## src/rtl/ptp_stamp_pkg.sv

```systemverilog
package ptp_stamp_pkg;
  typedef enum logic [1:0] {
    VER_NONE = 2'd0,
    VER_ONE  = 2'd1,
    VER_TWO  = 2'd2,
    VER_RSVD = 2'd3
  } ver_sel_e;

  function automatic logic ver_accepts(input logic [1:0] cfg, input logic [1:0] frm);
    return ((cfg == VER_ONE) || (cfg == VER_TWO)) && (cfg == frm);
  endfunction
endpackage

```

## src/rtl/ptp_rx_qual.sv

```systemverilog
module ptp_rx_qual
  import ptp_stamp_pkg::*;
(
  input  logic       run,
  input  logic [1:0] cfg_ver,
  input  logic       cfg_udp,
  input  logic       evt,
  input  logic [1:0] evt_ver,
  input  logic       evt_udp,
  output logic       take
);
  logic ver_ok;
  logic udp_ok;

  always_comb begin
    ver_ok = ver_accepts(cfg_ver, evt_ver);
    udp_ok = !evt_udp || cfg_udp;
    take   = evt && run && ver_ok && udp_ok;
  end
endmodule

```

## src/rtl/ptp_slot_alloc.sv

```systemverilog
module ptp_slot_alloc #(
  parameter int N  = 4,
  localparam int IW = (N > 1) ? $clog2(N) : 1
) (
  input  logic [N-1:0]  vld,
  input  logic [N-1:0]  rel,
  input  logic          req,
  output logic [N-1:0]  cap,
  output logic          hit,
  output logic [IW-1:0] idx
);
  logic [N-1:0] free_m;
  logic [N:0]   seen;

  assign free_m  = ~vld | rel;
  assign seen[0] = 1'b0;

  for (genvar g = 0; g < N; g++) begin : g_pick
    assign seen[g+1] = seen[g] | free_m[g];
    assign cap[g]    = req & free_m[g] & ~seen[g];
  end

  assign hit = req & seen[N];

  always_comb begin
    idx = '0;
    for (int k = N - 1; k >= 0; k--) begin
      if (free_m[k]) idx = IW'(k);
    end
  end
endmodule

```

## src/rtl/ptp_stamp_slot.sv

```systemverilog
module ptp_stamp_slot #(
  parameter int TW = 64
) (
  input  logic          clk,
  input  logic          rst_n,
  input  logic          cap,
  input  logic          rel,
  input  logic [TW-1:0] din,
  output logic          vld,
  output logic [TW-1:0] q
);
  logic vld_nx;

  always_comb begin
    vld_nx = vld;
    if (rel) vld_nx = 1'b0;
    if (cap) vld_nx = 1'b1;
  end

  always_ff @(posedge clk or negedge rst_n) begin
    if (!rst_n) vld <= 1'b0;
    else        vld <= vld_nx;
  end

  always_ff @(posedge clk or negedge rst_n) begin
    if (!rst_n)   q <= '0;
    else if (cap) q <= din;
  end
endmodule

```

## src/rtl/ptp_stamp_bank.sv

```systemverilog
module ptp_stamp_bank #(
  parameter int WW  = 32,
  parameter int NRX = 4,
  localparam int TW = 2 * WW,
  localparam int IW = (NRX > 1) ? $clog2(NRX) : 1,
  localparam int SW = $clog2(NRX + 1)
) (
  input  logic          clk,
  input  logic          rst_n,
  input  logic [TW-1:0] time_now,
  input  logic          en_wr,
  input  logic          en_val,
  input  logic          filt_wr,
  input  logic [1:0]    filt_ver,
  input  logic          filt_udp,
  input  logic          filt_txie,
  input  logic          rx_evt,
  input  logic [1:0]    rx_evt_ver,
  input  logic          rx_evt_udp,
  input  logic          tx_evt,
  input  logic          rd_en,
  input  logic [SW-1:0] rd_sel,
  input  logic          rd_hi,
  output logic [WW-1:0] rd_data,
  output logic [NRX-1:0] stat_rx,
  output logic          stat_tx,
  output logic          tx_ovr,
  output logic          tx_irq,
  output logic          rx_tag_vld,
  output logic          rx_tag_hit,
  output logic [IW-1:0] rx_tag_idx
);
  localparam logic [SW-1:0] TX_SEL = SW'(NRX);

  // configuration
  logic       run_q, run_nx;
  logic [1:0] ver_q, ver_nx;
  logic       udp_q, udp_nx;
  logic       ie_q, ie_nx;

  always_comb begin
    run_nx = run_q;
    ver_nx = ver_q;
    udp_nx = udp_q;
    ie_nx  = ie_q;
    if (en_wr) run_nx = en_val;
    if (filt_wr) begin
      ver_nx = filt_ver;
      udp_nx = filt_udp;
      ie_nx  = filt_txie;
    end
  end

  always_ff @(posedge clk or negedge rst_n) begin
    if (!rst_n) begin
      run_q <= 1'b0;
      ver_q <= 2'd0;
      udp_q <= 1'b0;
      ie_q  <= 1'b0;
    end else begin
      run_q <= run_nx;
      ver_q <= ver_nx;
      udp_q <= udp_nx;
      ie_q  <= ie_nx;
    end
  end

  // release decode
  logic           rel_hi;
  logic [NRX-1:0] rx_rel;
  logic           tx_rel;

  assign rel_hi = rd_en & rd_hi;
  for (genvar g = 0; g < NRX; g++) begin : g_rel
    assign rx_rel[g] = rel_hi & (rd_sel == SW'(g));
  end
  assign tx_rel = rel_hi & (rd_sel == TX_SEL);

  // receive path
  logic           rx_take;
  logic [NRX-1:0] rx_cap;
  logic           rx_hit;
  logic [IW-1:0]  rx_idx;
  logic [TW-1:0]  rx_q [NRX];

  ptp_rx_qual u_qual (
    .run     (run_q),
    .cfg_ver (ver_q),
    .cfg_udp (udp_q),
    .evt     (rx_evt),
    .evt_ver (rx_evt_ver),
    .evt_udp (rx_evt_udp),
    .take    (rx_take)
  );

  ptp_slot_alloc #(.N(NRX)) u_alloc (
    .vld (stat_rx),
    .rel (rx_rel),
    .req (rx_take),
    .cap (rx_cap),
    .hit (rx_hit),
    .idx (rx_idx)
  );

  for (genvar g = 0; g < NRX; g++) begin : g_rx
    ptp_stamp_slot #(.TW(TW)) u_slot (
      .clk   (clk),
      .rst_n (rst_n),
      .cap   (rx_cap[g]),
      .rel   (rx_rel[g]),
      .din   (time_now),
      .vld   (stat_rx[g]),
      .q     (rx_q[g])
    );
  end

  // transmit path
  logic          tx_cap;
  logic          tx_drop;
  logic [TW-1:0] tx_q;
  logic          ovr_nx;

  assign tx_cap  = tx_evt & run_q & (~stat_tx | tx_rel);
  assign tx_drop = tx_evt & run_q & stat_tx & ~tx_rel;

  ptp_stamp_slot #(.TW(TW)) u_tx_slot (
    .clk   (clk),
    .rst_n (rst_n),
    .cap   (tx_cap),
    .rel   (tx_rel),
    .din   (time_now),
    .vld   (stat_tx),
    .q     (tx_q)
  );

  always_comb begin
    ovr_nx = tx_ovr;
    if (tx_rel)  ovr_nx = 1'b0;
    if (tx_drop) ovr_nx = 1'b1;
  end

  always_ff @(posedge clk or negedge rst_n) begin
    if (!rst_n) tx_ovr <= 1'b0;
    else        tx_ovr <= ovr_nx;
  end

  assign tx_irq = stat_tx & ie_q;

  // read port
  logic [TW-1:0] sel_stamp;
  logic [WW-1:0] sel_word;

  always_comb begin
    sel_stamp = '0;
    for (int k = 0; k < NRX; k++) begin
      if (rd_sel == SW'(k)) sel_stamp = rx_q[k];
    end
    if (rd_sel == TX_SEL) sel_stamp = tx_q;
    sel_word = rd_hi ? sel_stamp[TW-1:WW] : sel_stamp[WW-1:0];
  end

  always_ff @(posedge clk or negedge rst_n) begin
    if (!rst_n)     rd_data <= '0;
    else if (rd_en) rd_data <= sel_word;
  end

  // receive tag
  always_ff @(posedge clk or negedge rst_n) begin
    if (!rst_n) begin
      rx_tag_vld <= 1'b0;
      rx_tag_hit <= 1'b0;
      rx_tag_idx <= '0;
    end else begin
      rx_tag_vld <= rx_evt;
      rx_tag_hit <= rx_hit;
      rx_tag_idx <= rx_hit ? rx_idx : '0;
    end
  end
endmodule

```

## config.mk

```make
export PLATFORM = sky130hd
export DESIGN_NAME = ptp_stamp_bank
export DESIGN_NICKNAME = d
export VERILOG_FILES = /design/src/rtl/ptp_stamp_pkg.sv /design/src/rtl/ptp_rx_qual.sv /design/src/rtl/ptp_slot_alloc.sv /design/src/rtl/ptp_stamp_slot.sv /design/src/rtl/ptp_stamp_bank.sv
export SDC_FILE = /design/constraint.sdc
export NUM_CORES = 1
export LEC_CHECK = 0
export ABC_AREA = 0
export BUFFER_PORTS_ARGS = -buffer_cell sky130_fd_sc_hd__buf_2
export CORE_MARGIN = 4
export CORE_UTILIZATION = 28
export CTS_CLUSTER_SIZE = 28
export DETAILED_ROUTE_END_ITERATION = 10
export MAX_ROUTING_LAYER = met4
export PLACE_DENSITY = 0.5
export SLEW_MARGIN = 20
export SYNTH_ARGS = -nofsm -noshare
export SYNTH_HDL_FRONTEND = slang
export SYNTH_SLANG_ARGS = --single-unit
```

## constraint.sdc

```tcl
create_clock -name clk -period 2.7 [get_ports clk]
set_clock_uncertainty 0.1 [all_clocks]
set_input_delay 0.405 -clock clk [delete_from_list [all_inputs] [get_ports clk]]
set_output_delay 0.405 -clock clk [all_outputs]
set_load 0.02 [all_outputs]
```

==> results.yml, run 1 <==
min_path:
  hold_path_class: "in -> reg"
clock_network:
  h-tree-depth: 2
  postCtsSetupBuffers: 0
  cts_root_buffer: "clkbuf_16"
  clk_latency_ns: 0.55
  cts_tree: "built"
  cts_buffer_depth: 3
  cts.sink_count: 367
  clkTransAtPathRegs_ns: 0.06
  cts_buffers: 40
layout:
  final_cells: 2175
  final_core_util: 0.340
  final_common_cell: "dfrtp_1"
  layout_common_cells: "367 x dfrtp_1, 289 x mux2_2, 122 x buf_2, 96 x mux2i_1, 90 x nor2_1"
  drive_gt1_frac: 0.388
  layout.nets: 1455
  final_area_sq_um: 19600
  synthToLayoutAreaGrowth_pct: 19.9
setup_path:
  crit_buf_inv: 1
  slowest_delay_ns: 0.39
  crit_type: "reg -> reg"
  crit_chain: "and4bb_2, o2111ai_2, nor3_4, buf_12, mux2_2"
  worstPathArrival_ns: 2.59
  cpMaxStageDelayCell: "dfrtp_1"
  critPathLaunchType: "register"
  cp_max_fo: 59
  cp.required_ns: 3.02
  critPathCaptureType: "register"
  crit_family: "simple AND/OR/NAND/NOR gates"
route:
  drt_iter0_markers: 483
  final_antenna_net_count: 0
  wl_per_cell_um: 20.9
  routed_via_density: 4.88
  drt_pass1_iterations: 5
  wl_met2_um: 21500
  vias: 10600
  highest_layer: "met4"
  drc: 0
  wl_met3_um: 1730
  drt-met1-wl_um: 21300
  wirelength_um: 45400
global_route:
  antenna_found_initial: 12
  track_usage: 0.148
  grt_max_degree: 66
  overflow: 0
  grt_pass1_wl_um: 70700
  grt_pass1_vias: 11200
die:
  die_area_sq_um: 62300
  start_util: 0.283
  core_sq_um: 57700
  die_w_um: 250
  die_h_um: 250
  rows: 88
  num_io_pins: 126
synthesis:
  ys_types: 36
  synth-seq-cells: 367
  ys_seq_area_frac: 0.562
  synth_xor_area_frac: 0
  synth_top_family_by_area: "multiplexers"
  synthesis.area_sq_um: 16300
  postSynthAreaPerCell_sq_um: 13.2
  ys_warn_count: 0
  syn_inst: 1239
  synth_nets: 1322
  synthSimpleGateAreaFrac: 0.0433
  synth_compound_area_frac: 0.0747
  synth_fa_ha_area_frac: 0
  synthMuxAreaShare: 0.283
power_and_ir_drop:
  p_leak_nw: 9.30
  p_per_area_nw_per_um2: 767
  internal_power_mw: 11.2
  combPwrFrac: 0.149
  p_sw_frac: 0.255
  netSwitchingPower_mw: 3.83
  p_seq_frac: 0.479
  clkPwrFrac: 0.372
  vdd_drop_max_mv: 0.318
timing:
  slew_headroom: 0.595
  max_freq_ghz: 0.442
  worst_pin_slew_ns: 0.605
  slew_violations: 0
  period_minus_slack_ns: 2.26
  rsz0062_at_grt: "false"
  hold_viol: 0
  setup_tns_ns: 0
  finalCritPeriodShare: 0.838
  hold_ws_ns: 0.0365
  setup_viol: 0
placement:
  place_inst: 2087
  gp_congestion: 0.773
  portBuffers: 125
  post_dp_cell_area_sq_um: 18100
  dpl.hpwl_um: 28100
status:
  status: "completed"
run:
  drv_cap: 0
registers in the layout (all words and copies together) (netlist names):
name             cells
g_rx.u_slot.q      256
g_rx.u_slot.vld      4
ie_q                 1
rd_data             32
run_q                1
rx_tag_hit           1
rx_tag_idx           2
rx_tag_vld           1
tx_ovr               1
u_tx_slot.q         64
u_tx_slot.vld        1
udp_q                1
ver_q                2
area by class of cell:
cell class / instances / area (sq um)
multi-input combinational: 746 / 6610
inverter: 34 / 128
antenna: 10 / 25.0
clock inverter: 12 / 149
sequential: 367 / 9180
tap: 765 / 957
timing repair buffer: 183 / 1350
fill: 5720 / 38100
clock buffer: 58 / 1200
logic make-up after synthesis:
logic type,Yosys count
AO/OA/AOI/OAI,173
buffers and inverters,126
flip-flops,367
multiplexers,421
AND/OR/NAND/NOR,152
metal layers:
metal | vias up | global-route usage
li1 | 4795 | -
met2 | 189 | 0.237
met3 | 71 | 0.0240
met1 | 5557 | 0.198
met5 | - | -
met4 | 0 | 0.0371
final timing paths:
check                                      from              endpoint  slack (ns)  cells after the start
min                                 time_now[9]        u_tx_slot.q[9]        0.04                      2
max in group asynchronous                 rst_n   g_rx[2].u_slot.q[0]        1.50                      3
max                                    ver_q[1]  g_rx[1].u_slot.q[16]        0.44                      5
min reg2reg                g_rx[1].u_slot.q[10]  g_rx[1].u_slot.q[10]        0.38                      1
max reg2reg                            ver_q[1]  g_rx[1].u_slot.q[16]        0.44                      5
min in group asynchronous                 rst_n  g_rx[2].u_slot.q[60]        0.31                      2
synthesized netlist by cell type (all sizes together):
cell	n	area (sq um)
a21oi	3	15.0
a311oi	23	201
a31oi	11	68.8
and2	2	12.5
and3	23	144
and4bb	2	25.0
buf	54	338
clkbuf	38	143
dfrtp	367	9180
inv	34	128
mux2	325	3660
mux2i	96	961
nand2	20	75.1
nand2b	4	25.0
nand3	2	15.0
nand3b	1	7.51
nand4bb	1	11.3
nor2	91	342
nor2b	1	6.26
nor3	1	16.3
o2111a	1	11.3
o2111ai	1	15.0
o21ai	51	263
o221ai	41	359
o22ai	32	200
o31a	1	8.76
o32ai	9	78.8
or2	3	18.8
or3b	1	8.76
worst register-to-register path: stages, from the launching register on:
cell       delay (ns)
dfrtp_1          0.39
and4bb_2         0.31
o2111ai_2        0.23
nor3_4           0.30
buf_12           0.39
mux2_2           0.43
per-stage QoR:
step,setup slack (ns),total power [mW]
after floorplan,0.567,8.69
after global placement,0.297,9.44
after detailed placement,0.291,9.56
after CTS,0.414,15.2
after global routing,0.321,15.8
final,0.436,15.0
power groups by stage:
stage	clock [mW]	sequential, mW	combinational (mW)
after floorplan	0	7.20	1.49
after global placement	0	7.23	2.20
after detailed placement	0	7.29	2.27
after CTS	5.75	7.19	2.28
after global routing	5.97	7.33	2.49
final	5.59	7.19	2.24
timing repair:
item,CTS,global route
hold buffers,8,0
hold endpoints to repair,49,0
resized for setup,0,0
Note: power is estimated with default switching activity, not from simulation.
==> run 2: changes to the inputs <==
- ABC_AREA: 0 -> 1
- clock period: 2.7 -> 2.28 ns (I/O delays scaled with it)
==> run 2 against run 1 <==
Critical path depth grew 3. Global-route usage grew 3.1 points. Wire length grew 28%. Total power grew 29%. Hold slack gained 0.081 ns. Area after synthesis grew 6.8%. Fmax grew 15%. Flip-flop and latch count is the same. Via count grew 45%. Critical endpoint is now g_rx[2].u_slot.q[13]. Largest power group unchanged.
==> results.yml, run 2 <==
global_route:
  track_usage: 0.179
  grt_pass1_vias: 15000
  antenna_found_initial: 3
  overflow: 0
  grt_pass1_wl_um: 91700
  grt_max_degree: 129
timing:
  hold_viol: 0
  setup_tns_ns: 0
  worst_pin_slew_ns: 0.651
  setup_viol: 0
  rsz0062_at_grt: "false"
  slew_headroom: 0.566
  slew_violations: 0
  finalCritPeriodShare: 0.860
  period_minus_slack_ns: 1.96
  max_freq_ghz: 0.510
clock_network:
  cts.sink_count: 367
  cts_buffers: 44
  clk_latency_ns: 0.57
  cts_tree: "built"
  cts_buffer_depth: 3
  clkTransAtPathRegs_ns: 0.06
  h-tree-depth: 2
  cts_root_buffer: "clkbuf_16"
  postCtsSetupBuffers: 0
layout:
  layout_common_cells: "656 x nand2_1, 367 x dfrtp_1, 285 x o21ai_0, 265 x inv_1, 149 x nand4_1"
  drive_gt1_frac: 0.113
  final_common_cell: "nand2_1"
  multi_input_area_sq_um: 6510
  top_regs: "g_rx.u_slot.q (256), u_tx_slot.q (64), rd_data (32)"
  seq_area_sq_um: 9180
  regMostFlops: "g_rx.u_slot.q"
  fill_cells: 6498
  layout.nets: 2444
  synthToLayoutAreaGrowth_pct: 22.8
  largest_reg_flops: 256
synthesis:
  synth-edff-count: 0
  synth-seq-cells: 367
  synth_nets: 2299
  synth_flop_cell: "dfrtp_1"
  postSynthAreaPerCell_sq_um: 7.87
  synth_top_area_share: 0.526
  synth_area_leaders: "dfrtp_1 53%, nand2_1 14%, o21ai_0 8.2%"
  synth.most_common_cell: "nand2_1"
  ys_types: 28
  ys_seq_area_frac: 0.526
  syn_inst: 2216
  yosys.area.top_type: "dfrtp_1"
  ys_warn_count: 0
  synthesis.area_sq_um: 17400
  async_flop_share: 1.00
  yosys-top-cells-count: "658 x nand2_1, 367 x dfrtp_1, 285 x o21ai_0"
die:
  rows: 91
  die_h_um: 258
  num_io_pins: 126
  core_sq_um: 61700
  die_area_sq_um: 66400
  die_w_um: 258
  start_util: 0.283
route:
  vias: 15300
  drt_iter0_markers: 1208
  wl_per_cell_um: 18.0
  routed_via_density: 4.74
  drt_pass1_iterations: 6
  drc: 0
  wirelength_um: 58300
  final_antenna_net_count: 0
setup_path:
  cp_max_fo: 128
  crit_type: "reg -> reg"
  r2r_start: "run_q"
  critPathCaptureType: "register"
  rr_worst_depth: 8
  r2r_end: "g_rx[2].u_slot.q[13]"
  critPathLaunchType: "register"
  r2r_slack_ns: 0.32
  cp.required_ns: 2.63
  crit_start: "run_q"
  worstPathArrival_ns: 2.31
  cp-endpoint: "g_rx[2].u_slot.q[13]"
status:
  status: "completed"
min_path:
  hold_path_class: "in -> reg"
power_and_ir_drop:
  fin_total_pwr_mw: 19.3
  vdd_drop_max_mv: 0.406
  p_leak_nw: 10.9
  p_per_area_nw_per_um2: 901
placement:
  portBuffers: 125
  dpl.hpwl_um: 34500
  gp_congestion: 0.779
run:
  drv_cap: 0
[run 2: where the power goes]
group | internal (mW) | total, mW | switching, mW
combinational | 1.31 | 3.43 | 2.12
clock | 4.10 | 6.94 | 2.84
sequential | 8.11 | 8.95 | 0.842
[run 2: worst min-delay path by stage]
| stage | startpoint | end | slack, ns | cells after the start |
|---|---|---|---|---|
| 4_1_cts | rd_hi | g_rx[3].u_slot.vld | 0.12 | 4 |
| 3_3_place_gp | rst_n | g_rx[2].u_slot.q[9] | 0.22 | 1 |
| 3_5_place_dp | rst_n | g_rx[2].u_slot.q[9] | 0.23 | 1 |
| 5_1_grt | rx_evt_ver[0] | g_rx[0].u_slot.vld | 0.13 | 4 |
| 6_report | rx_evt_ver[0] | rx_tag_hit | 0.12 | 4 |
| 2_1_floorplan | rst_n | g_rx[0].u_slot.q[0] | -0.05 | 0 |
[run 2: metrics by stage]
stage               hold WS (ns)  cells  cell area, sq um  setup WS (ns)  utilization
floorplan                -0.0536   2216             17400          0.616            -
global placement           0.220   3073             19200          0.159        0.312
detailed placement         0.225   3073             19200          0.143        0.312
CTS                        0.116   3230             21400          0.157        0.347
global route               0.128   3233             21400         0.0828        0.347
finish                     0.117   3233             21400          0.318        0.347
[run 2: logic make-up after synthesis]
| logic type | share of synthesized area |
|---|---|
| AOI/OAI and AO/OA | 0.123 |
| buffers and inverters | 0.104 |
| DFF | 0.526 |
| muxes | 0.00194 |
| and+or+nand+nor | 0.245 |
[run 2: timing repair]
item | 4_1_cts | 5_1_grt
hold endpoints to repair | 214 | 0
hold buffers | 79 | 0
endpoints found under the setup margin | 0 | 7
gates resized for setup | 0 | 2
[run 2: final cells by class]
type | count | share of cell area
Timing Repair Buffer | 266 | 0.106
Antenna cell | 3 | 0.000350
Clock buffer | 69 | 0.0600
Inverter | 268 | 0.0472
Tap cell | 837 | 0.0489
Clock inverter | 9 | 0.00514
Multi-Input combinational cell | 1414 | 0.304
Sequential cell | 367 | 0.429
[run 2: worst max-delay path, cell delays in order (launching register included)]
cell and delay [ns]:
dfrtp_1 0.43, nand2_1 0.12, a21oi_1 0.17, nand3_2 0.19, inv_4 0.17, nand3_4 0.09, buf_12 0.26, nand2_1 0.15
o21ai_1 0.07
[run 2: routing by layer]
layer  track usage  share of wire  vias to the layer above
li1              -              -                     7422
met1         0.256           0.49                     7432
met2         0.268           0.44                      417
met3        0.0308          0.056                       64
met4        0.0386          0.014                        0
met5             -              0                        -
==> run 3: changes to the inputs <==
- CORE_MARGIN: 4 -> 1.5
- REMOVE_ABC_BUFFERS: not set -> 1
==> run 3 against run 2 <==
Hold slack better by 0.032 ns. Clock power is 1% higher. Cell area is 0.27% higher. Fmax is 4.9% lower. Flip-flop and latch count stayed put. Non-clock buffer count is 5 higher. Core utilization is 0.16 points higher. Sequential share of layout area is 0.11 points lower. Combinational power hardly changed. Critical path depth is 1 lower.
==> results.yml, run 3 (synthesized netlist as in run 2, its figures left out) <==
timing:
  hold_viol: 0
  max_freq_ghz: 0.485
  finalWorstSetupSlack_ns: 0.216
  worst_pin_slew_ns: 0.481
  finalCritPeriodShare: 0.905
  setup_viol: 0
  rsz0062_at_grt: "false"
  slew_violations: 0
  period_minus_slack_ns: 2.06
  setup_tns_ns: 0
  slew_headroom: 0.679
die:
  core_sq_um: 61600
  rows: 91
  die_h_um: 253
  start_util: 0.283
  die_w_um: 253
  num_io_pins: 126
  die_area_sq_um: 63800
setup_path:
  cpMaxStageDelayCell: "dfrtp_1"
  critPathCaptureType: "register"
  crit_chain: "nand2_1, a21oi_1, nand3_1, clkinv_2, nand2_4, buf_12, o21ai_0"
  worstPathArrival_ns: 2.43
  cp_max_fo: 32
  crit_type: "reg -> reg"
  critPathLaunchType: "register"
  slowest_delay_ns: 0.43
  cp.required_ns: 2.65
clock_network:
  h-tree-depth: 2
  clk_latency_ns: 0.57
  postCtsSetupBuffers: 0
  cts_root_buffer: "clkbuf_16"
  cts_tree: "built"
  cts_buffer_depth: 3
  cts_buffers: 44
  clkTransAtPathRegs_ns: 0.06
  cts.sink_count: 367
global_route:
  met1_usage: 0.246
  overflow: 0
  grt_max_degree: 80
  use_met2: 0.291
  global_route.peak_usage_layer: "met2"
  antenna_found_initial: 6
  grt_pass1_vias: 15200
  grt_util_met3: 0.0355
  grt_pass1_wl_um: 89200
  track_usage: 0.185
placement:
  dpl.hpwl_um: 34300
  portBuffers: 125
  post_dp_cell_area_sq_um: 19200
  pre_cts_slack_ns: 0.161
  gp_congestion: 0.784
  place_inst: 3078
route:
  drc: 0
  routed_via_density: 4.73
  wirelength_um: 56700
  vias: 15300
  drt_pass1_iterations: 6
  final_antenna_net_count: 0
  wl_per_cell_um: 17.5
  drt_iter0_markers: 1061
layout:
  layout.nets: 2449
  fill_cells: 6412
  regMostFlops: "g_rx.u_slot.q"
  drive_gt1_frac: 0.117
  largest_reg_flops: 256
  layout_common_cells: "656 x nand2_1, 367 x dfrtp_1, 285 x o21ai_0, 263 x inv_1, 149 x nand4_1"
  seq_area_sq_um: 9180
  top_regs: "g_rx.u_slot.q (256), u_tx_slot.q (64), rd_data (32)"
  multi_input_area_sq_um: 6530
  final_area_sq_um: 21500
  synthToLayoutAreaGrowth_pct: 23.2
  final_common_cell: "nand2_1"
  final_cells: 3242
power_and_ir_drop:
  vdd_drop_max_mv: 0.428
  p_leak_nw: 10.9
  p_per_area_nw_per_um2: 902
min_path:
  hold_path_class: "in -> reg"
status:
  status: "completed"
run:
  drv_cap: 0
==> run 3: changes by cell type in the layout (fill, tap and decap cells not counted), moves of 3 or more <==
| cell | previous run | this run |
|---|---|---|
| buf_4 | 33 | 43 |
| buf_12 | 30 | 26 |
| nand3_2 | 4 | 0 |
| clkbuf_1 | 17 | 14 |
| clkbuf_8 | 7 | 10 |
| diode_2 | 3 | 6 |
| nand3_4 | 2 | 5 |
==> run 3: per-stage QoR <==
step           total power, mW   util  hold WS [ns]
3_3_place_gp              12.2  0.312         0.213
6_report                  19.4  0.349         0.149
5_1_grt                   20.6  0.349         0.140
2_1_floorplan             10.9      -       -0.0536
3_5_place_dp              12.3  0.312         0.215
4_1_cts                   19.6  0.349         0.108
==> run 3: metal layers <==
| layer | up-vias | wire, um |
|---|---|---|
| met2 | 385 | 26300 |
| met5 | - | 0 |
| met1 | 7459 | 26200 |
| met3 | 73 | 3290 |
| met4 | 0 | 952 |
| li1 | 7428 | - |
==> run 3: final cells by class <==
class / instances / area share
diodes: 6 / 0.000699
clock buffers: 69 / 0.0613
clock inverters: 10 / 0.00553
inverters: 268 / 0.0471
multi-input cells: 1414 / 0.304
flip-flops and latches: 367 / 0.427
well taps: 837 / 0.0487
repair buffers: 271 / 0.105
==> run 3: worst paths after layout <==
kind	startpoint	end	slack (ns)	cells past startpoint
min in group asynchronous	rst_n	rd_data[15]	0.20	2
setup / recovery	run_q	g_rx[0].u_slot.q[6]	0.22	7
hold / removal	rd_sel[2]	tx_ovr	0.15	4
max in group asynchronous	rst_n	g_rx[0].u_slot.q[39]	1.08	3
hold reg to reg	g_rx[3].u_slot.q[13]	g_rx[3].u_slot.q[13]	0.37	2
setup reg to reg	run_q	g_rx[0].u_slot.q[6]	0.22	7
==> run 3: timing repair <==
item / CTS / global route
hold buffers: 79 / 0
setup endpoints to repair: 0 / 3
hold endpoints to repair: 239 / 0
resized for setup: 0 / 1
==> run 3: worst max-delay path, delay by kind of cell, from the launching register on <==
kind,cells,cell delay (ns)
compound gates,2,0.32
buf+inv,2,0.51
flops,1,0.43
simple gates,3,0.59
==> run 3: where the power goes <==
group / internal, mW / switching [mW]
registers: 8.11 / 0.830
logic: 1.31 / 2.10
clock network: 4.19 / 2.85
total: 13.6 / 5.78
